File: config.mk
export PLATFORM = sky130hd
export DESIGN_NAME = ser_shifter
export DESIGN_NICKNAME = d
export VERILOG_FILES = /design/src/rtl/ser_shift_pkg.sv /design/src/rtl/ser_shift_seq.sv /design/src/rtl/ser_shift_count.sv /design/src/rtl/ser_shift_data.sv /design/src/rtl/ser_shifter.sv
export SDC_FILE = /design/constraint.sdc
export NUM_CORES = 1
export LEC_CHECK = 0
export CORE_MARGIN = 1.5
export CORE_UTILIZATION = 42
export CTS_CLUSTER_SIZE = 16
export DETAILED_ROUTE_END_ITERATION = 16
export PLACE_DENSITY = 0.76
export SETUP_SLACK_MARGIN = 0.2
export SKIP_CTS_REPAIR_TIMING = 1
export SLEW_MARGIN = 20
export SYNTH_ARGS = -nofsm -noshare
export SYNTH_HDL_FRONTEND = slang
export SYNTH_HIERARCHICAL = 1
export SYNTH_SLANG_ARGS = --single-unit
File: constraint.sdc
create_clock -name clk -period 3.5 [get_ports clk]
set_input_delay 1.05 -clock clk [delete_from_list [all_inputs] [get_ports clk]]
set_output_delay 1.05 -clock clk [all_outputs]
set_load 0.02 [all_outputs]
File: src/rtl/ser_shift_pkg.sv
// Shared types and mode decoding for the serial shifter.
// Assumes a 3-bit mode code; unlisted codes count as "disabled".
package ser_shift_pkg;

    typedef enum logic [2:0] {
        MODE_OFF      = 3'b000,
        MODE_IN_TMR   = 3'b001,
        MODE_IN_SYS   = 3'b010,
        MODE_RSV3     = 3'b011,
        MODE_OUT_FREE = 3'b100,
        MODE_OUT_TMR  = 3'b101,
        MODE_OUT_SYS  = 3'b110,
        MODE_RSV7     = 3'b111
    } sh_mode_e;

    typedef enum logic [1:0] {
        ST_IDLE   = 2'd0,
        ST_SHIFT  = 2'd1,
        ST_FINISH = 2'd2
    } sh_state_e;

    // True for the three send modes.
    function automatic logic mode_is_out(input logic [2:0] m);
        return (m == MODE_OUT_FREE) || (m == MODE_OUT_TMR) || (m == MODE_OUT_SYS);
    endfunction

    // True for the two receive modes.
    function automatic logic mode_is_in(input logic [2:0] m);
        return (m == MODE_IN_TMR) || (m == MODE_IN_SYS);
    endfunction

    // True when the shifter is enabled at all.
    function automatic logic mode_on(input logic [2:0] m);
        return mode_is_out(m) || mode_is_in(m);
    endfunction

    // True when half-periods are paced by the external tick.
    function automatic logic mode_paced(input logic [2:0] m);
        return (m == MODE_IN_TMR) || (m == MODE_OUT_TMR) || (m == MODE_OUT_FREE);
    endfunction

    // True for the endless recirculating send mode.
    function automatic logic mode_free(input logic [2:0] m);
        return (m == MODE_OUT_FREE);
    endfunction

endpackage

File: src/rtl/ser_shift_seq.sv
// Shift clock sequencer: owns the idle/shift/finish state and the shift
// clock level. Emits one-cycle fall/rise events that the data path and the
// bit counter act on. Assumes `final_bit` says the next shift is the last.
module ser_shift_seq
    import ser_shift_pkg::*;
(
    input  logic       clk,
    input  logic       rst_n,
    input  logic [2:0] mode_sel,
    input  logic       tick,
    input  logic       access,
    input  logic       start,
    input  logic       final_bit,
    output logic       sclk,
    output logic       fall_ev,
    output logic       rise_ev,
    output sh_state_e  state
);

    logic ev;
    logic run;

    // Purpose: decide whether this cycle carries a clock half-period.
    always_comb begin
        ev      = (state == ST_FINISH) ||
                  ((state == ST_SHIFT) && (!mode_paced(mode_sel) || tick));
        run     = ev && !access && mode_on(mode_sel);
        fall_ev = run && sclk && (state == ST_SHIFT);
        rise_ev = run && !sclk;
    end

    // Purpose: advance the state and toggle the shift clock.
    always_ff @(posedge clk) begin
        if (!rst_n) begin
            state <= ST_IDLE;
            sclk  <= 1'b1;
        end else if (!mode_on(mode_sel)) begin
            state <= ST_IDLE;
            sclk  <= 1'b1;
        end else if (access) begin
            sclk  <= 1'b1;
            state <= start ? ST_SHIFT : ST_IDLE;
        end else if (run) begin
            sclk <= ~sclk;
            case (state)
                ST_SHIFT: begin
                    if (fall_ev && mode_is_out(mode_sel) && !mode_free(mode_sel) && final_bit)
                        state <= ST_FINISH;
                    else if (rise_ev && mode_is_in(mode_sel) && final_bit)
                        state <= ST_IDLE;
                end
                ST_FINISH: state <= ST_IDLE;
                default:   state <= ST_IDLE;
            endcase
        end
    end

endmodule

File: src/rtl/ser_shift_count.sv
// Bit counter and completion flag. Re-armed to DATA_W on every access,
// counts down modulo DATA_W on each shift, raises the flag on the shift
// that takes it to zero unless the free-running mode is selected.
module ser_shift_count #(
    parameter int DATA_W = 8
) (
    input  logic clk,
    input  logic rst_n,
    input  logic access,
    input  logic shift_en,
    input  logic free_mode,
    output logic final_bit,
    output logic done_irq
);

    localparam int CNT_W = $clog2(DATA_W + 1);

    logic [CNT_W-1:0] cnt;

    // Purpose: flag the shift that completes the byte.
    assign final_bit = (cnt == CNT_W'(1));

    // Purpose: keep the remaining-bit count and the completion flag.
    always_ff @(posedge clk) begin
        if (!rst_n) begin
            cnt      <= CNT_W'(DATA_W);
            done_irq <= 1'b0;
        end else if (access) begin
            cnt      <= CNT_W'(DATA_W);
            done_irq <= 1'b0;
        end else if (shift_en) begin
            cnt <= (cnt == '0) ? CNT_W'(DATA_W - 1) : cnt - CNT_W'(1);
            if (final_bit && !free_mode)
                done_irq <= 1'b1;
        end
    end

endmodule

File: src/rtl/ser_shift_data.sv
// Shift register data path: parallel load, rotate-out MSB first, and
// shift-in at bit 0. Assumes the serial input is already synchronous.
module ser_shift_data #(
    parameter int DATA_W = 8
) (
    input  logic              clk,
    input  logic              rst_n,
    input  logic              load,
    input  logic [DATA_W-1:0] load_data,
    input  logic              out_en,
    input  logic              in_en,
    input  logic              sdat_in,
    output logic [DATA_W-1:0] sr,
    output logic              sdat_out
);

    localparam int MSB = DATA_W - 1;

    // Purpose: load, rotate out or shift in the byte.
    always_ff @(posedge clk) begin
        if (!rst_n) begin
            sr       <= '0;
            sdat_out <= 1'b1;
        end else if (load) begin
            sr <= load_data;
        end else if (out_en) begin
            sdat_out <= sr[MSB];
            sr       <= {sr[MSB-1:0], sr[MSB]};
        end else if (in_en) begin
            sr <= {sr[MSB-1:0], sdat_in};
        end
    end

endmodule

File: src/rtl/ser_shifter.sv
// Top of the peripheral serial shifter. Decodes register accesses into
// start/abort, routes sequencer edge events to the data path and counter.
// Assumes single-cycle wr_en/rd_en strobes and a one-cycle tick pulse.
module ser_shifter
    import ser_shift_pkg::*;
#(
    parameter int DATA_W = 8
) (
    input  logic              clk,
    input  logic              rst_n,
    input  logic [2:0]        mode_sel,
    input  logic              tick,
    input  logic              wr_en,
    input  logic              rd_en,
    input  logic [DATA_W-1:0] wr_data,
    output logic [DATA_W-1:0] rd_data,
    output logic              sclk_o,
    output logic              sdat_o,
    input  logic              sdat_i,
    output logic              done_irq
);

    logic      access;
    logic      start;
    logic      fall_ev;
    logic      rise_ev;
    logic      final_bit;
    logic      out_en;
    logic      in_en;
    sh_state_e seq_state;

    // Purpose: classify the access and the shifts it enables.
    always_comb begin
        access = wr_en || rd_en;
        start  = (wr_en && mode_is_out(mode_sel)) ||
                 (!wr_en && rd_en && mode_is_in(mode_sel));
        out_en = fall_ev && mode_is_out(mode_sel);
        in_en  = rise_ev && mode_is_in(mode_sel);
    end

    ser_shift_seq u_seq (
        .clk       (clk),
        .rst_n     (rst_n),
        .mode_sel  (mode_sel),
        .tick      (tick),
        .access    (access),
        .start     (start),
        .final_bit (final_bit),
        .sclk      (sclk_o),
        .fall_ev   (fall_ev),
        .rise_ev   (rise_ev),
        .state     (seq_state)
    );

    ser_shift_count #(.DATA_W(DATA_W)) u_cnt (
        .clk       (clk),
        .rst_n     (rst_n),
        .access    (access),
        .shift_en  (out_en || in_en),
        .free_mode (mode_free(mode_sel)),
        .final_bit (final_bit),
        .done_irq  (done_irq)
    );

    ser_shift_data #(.DATA_W(DATA_W)) u_dp (
        .clk       (clk),
        .rst_n     (rst_n),
        .load      (wr_en),
        .load_data (wr_data),
        .out_en    (out_en),
        .in_en     (in_en),
        .sdat_in   (sdat_i),
        .sr        (rd_data),
        .sdat_out  (sdat_o)
    );

endmodule

==> results_dict.tcl <==
set metrics [dict create \
    synth_edf_count 0 \
    start_kind "input port" \
    htree_num_levels 1 \
    rr_worst_depth 7 \
    cts_buffer_depth 2 \
    syn2layout_area_growth_pct 40.2 \
    core_sq_um 2250 \
    drv_cap 0 \
    hold_start "u_cnt/done_irq" \
    yosysUniqueCellTypes 42 \
    top_layer "met4" \
    drive_above_1_share 0.151 \
    wl_met2_microns 1260 \
    grt_start_max_net_pins 16 \
    cts.sinks 17 \
    r2r-end "u_cnt/cnt[3]" \
    ff_latch_area_sq_um 340 \
    drc 0 \
    synthMuxAreaShare 0.0691 \
    die_h_microns 52.1 \
    fin_crit_sh 0.937 \
    portBuffers 27 \
    end_kind "flip-flop" \
    synth_simple_gate_area_frac 0.222 \
    crit_chain "clkdlybuf4s50_1, o2bb2ai_1, a2111oi_4, nor2b_4, o21ai_1, a221oi_2, or4b_4, a211o_1" \
    ys_warn_count 6 \
    wirelength_microns 2500 \
    place_congestion 0.907 \
    wl_per_cell_microns 13.9 \
    die_w_microns 52.1 \
    initial_utilization 0.450 \
    r2r_start "u_seq/state[0]" \
    clk_latency_ns 0.29 \
    synth_seq_cells 17 \
    hpwl_microns 1870 \
    grt_pass1_wl_microns 4030 \
    hold_end "u_cnt/done_irq" \
    maxSlewHeadroom 0.658 \
    dr_total_vias 1010 \
    dominantRegCellSynth "dfxtp_1" \
    yosysMostFrequentCell "dfxtp_1" \
    crit_type "in -> reg" \
    io_pins 28 \
    synth_nets 134 \
    synth_top_area_frac 0.336 \
    first_pass_iters 4 \
    slew_violations 0 \
    cts_buffers 3 \
    fin_setup_tns_ns 0 \
    rsz0062_at_grt "true" \
    hold_depth 2 \
    status "finished clean" \
    root_buffer "clkbuf_4" \
    ant_nets 0 \
    wl_met3_microns 163 \
    hold_path.class "reg -> reg" \
    grt_pass1_vias 969 \
    synthCells 115 \
    cts_tree "yes" \
    vias_per_cell 5.61 \
    placed_area_sq_um 1380 \
    synth_fa_ha_area_frac 0.0247 \
    layout.nets 172 \
    drt_iter0_drc 23 \
    crit_family "compound AO/OA/AOI/OAI gates" \
    worst_pin_slew_ns 0.511 \
    synth_top_family_by_area "compound AO/OA/AOI/OAI gates" \
    power_density_nw_per_um2 294 \
    finalSetupViolations 0 \
    cpMaxStageDelayCell "or4b_4" \
    hold_viol 0 \
    grt_overflow 0 \
    antenna_found_initial 0 \
    synth.area.top_cells "dfxtp_1, mux2i_1, o211a_1, nand2_1, nor2_1" \
    synth_top_area_cell "dfxtp_1" \
    max_stage_delay_ns 0.51 \
    clkTransAtPathRegs_ns 0.11 \
    leakage_nw 0.625 \
    antenna_cells 0 \
    fin_crit_ns 3.28 \
    syn_area_sq_um 1010 \
    grt.total_usage 0.199 \
    cp_num_buf_inv 1 \
    seq_area_frac_synth 0.336 \
    max-vdd-ir-drop_mv 0.255 \
    path_max_fanout 3 \
    critPathRequiredTime_ns 3.69 \
    yosys.area_share.xor_xnor 0.0346 \
    r2r_slack_ns 0.96 \
    fin_area_sq_um 1420 \
    avgSynthCellArea_sq_um 8.81 \
    multi_input_area_sq_um 648 \
    wl_met1_microns 1060 \
    synth_common_cells "dfxtp_1, nand2_1, nor2_1, mux2i_1, o211a_1" \
    async_flop_share 0 \
    clock-skew-final_ns 0.00365 \
    max_clock_freq_mhz 305 \
    fillers 211 \
    placementRows 17 \
    dieArea_sq_um 2720 \
    cp_data_arrival_time_ns 3.47 \
    synth_compound_area_frac 0.267 \
]
==> per-stage QoR <==
stage,hold WS [ns],std cells,utilization,setup slack [ns],power [W]
2_1_floorplan,0.479,115,-,0.269,0.000260
3_3_place_gp,0.468,176,0.610,-0.0619,0.000309
3_5_place_dp,0.475,176,0.610,-0.173,0.000312
4_1_cts,0.499,180,0.622,0.160,0.000420
5_1_grt,0.533,180,0.630,0.103,0.000440
6_report,0.492,180,0.630,0.220,0.000418
==> worst reg2reg max path, cell delays in order (launching register included) <==
cell       delay (ns)
dfxtp_1          0.48
o2bb2ai_1        0.17
a2111oi_4        0.38
nor2b_4          0.20
o21ai_1          0.09
a221oi_2         0.30
or4b_4           0.51
a211o_1          0.30
==> cell usage in the layout (no fill, tap or decap), types with 2 or more instances in the layout <==
cell type / instances
clkdlybuf4s50_1: 26
xor2_1: 3
mux2i_1: 7
dfxtp_1: 17
a31oi_1: 2
a211oi_1: 2
ha_1: 2
clkbuf_4: 3
o21ai_1: 2
a21oi_1: 3
buf_4: 10
inv_1: 6
nor3_1: 3
and3_1: 3
nor2b_1: 2
nand2_1: 16
nor3b_1: 2
nor2_1: 8
a211o_1: 2
o31ai_1: 2
o211a_1: 7
==> registers in the layout, summed over array words and instances (netlist names) <==
name            flops
u_seq/state         2
u_dp/sr             8
u_seq/sclk          1
u_cnt/done_irq      1
u_cnt/cnt           4
u_dp/sdat_out       1
==> routing by layer <==
| metal | up-vias | track usage |
|---|---|---|
| li1 | 496 | - |
| met1 | 476 | 0.235 |
| met2 | 34 | 0.338 |
| met3 | 4 | 0.0489 |
| met4 | 0 | 0.0877 |
| met5 | - | 0 |
==> worst max path at each step <==
stage | to | cells past startpoint | slack, ns | from
finish | u_cnt/cnt[3] | 8 | 0.22 | mode_sel[0]
global route | u_cnt/cnt[3] | 9 | 0.10 | mode_sel[0]
CTS | u_cnt/cnt[3] | 8 | 0.16 | mode_sel[1]
detailed placement | u_cnt/cnt[3] | 8 | -0.17 | mode_sel[1]
global placement | u_dp/sr[0] | 9 | -0.06 | mode_sel[1]
floorplan | u_cnt/cnt[3] | 7 | 0.27 | rd_en
==> power breakdown <==
part           leakage [nW]  internal (W)  switching (W)
Combinational         0.468     0.0000536      0.0000472
Clock                0.0177     0.0000425      0.0000671
Sequential            0.139      0.000201     0.00000665
==> logic make-up (layout without fill, tap and decap cells) <==
kind of cell / count (synthesis) / after routing
buf+inv: 10 / 47
simple gates: 44 / 44
xor+xnor: 4 / 4
flops: 17 / 17
fa+ha+maj: 2 / 2
compound gates: 31 / 31
mux: 7 / 7
==> cell type report <==
type / count / area share
clock inverters: 1 / 0.00352
inverters: 6 / 0.0158
well taps: 28 / 0.0246
clock buffers: 3 / 0.0158
flip-flops and latches: 17 / 0.239
multi-input cells: 88 / 0.456
repair buffers: 37 / 0.245
Note: power is estimated with default switching activity, not from simulation.
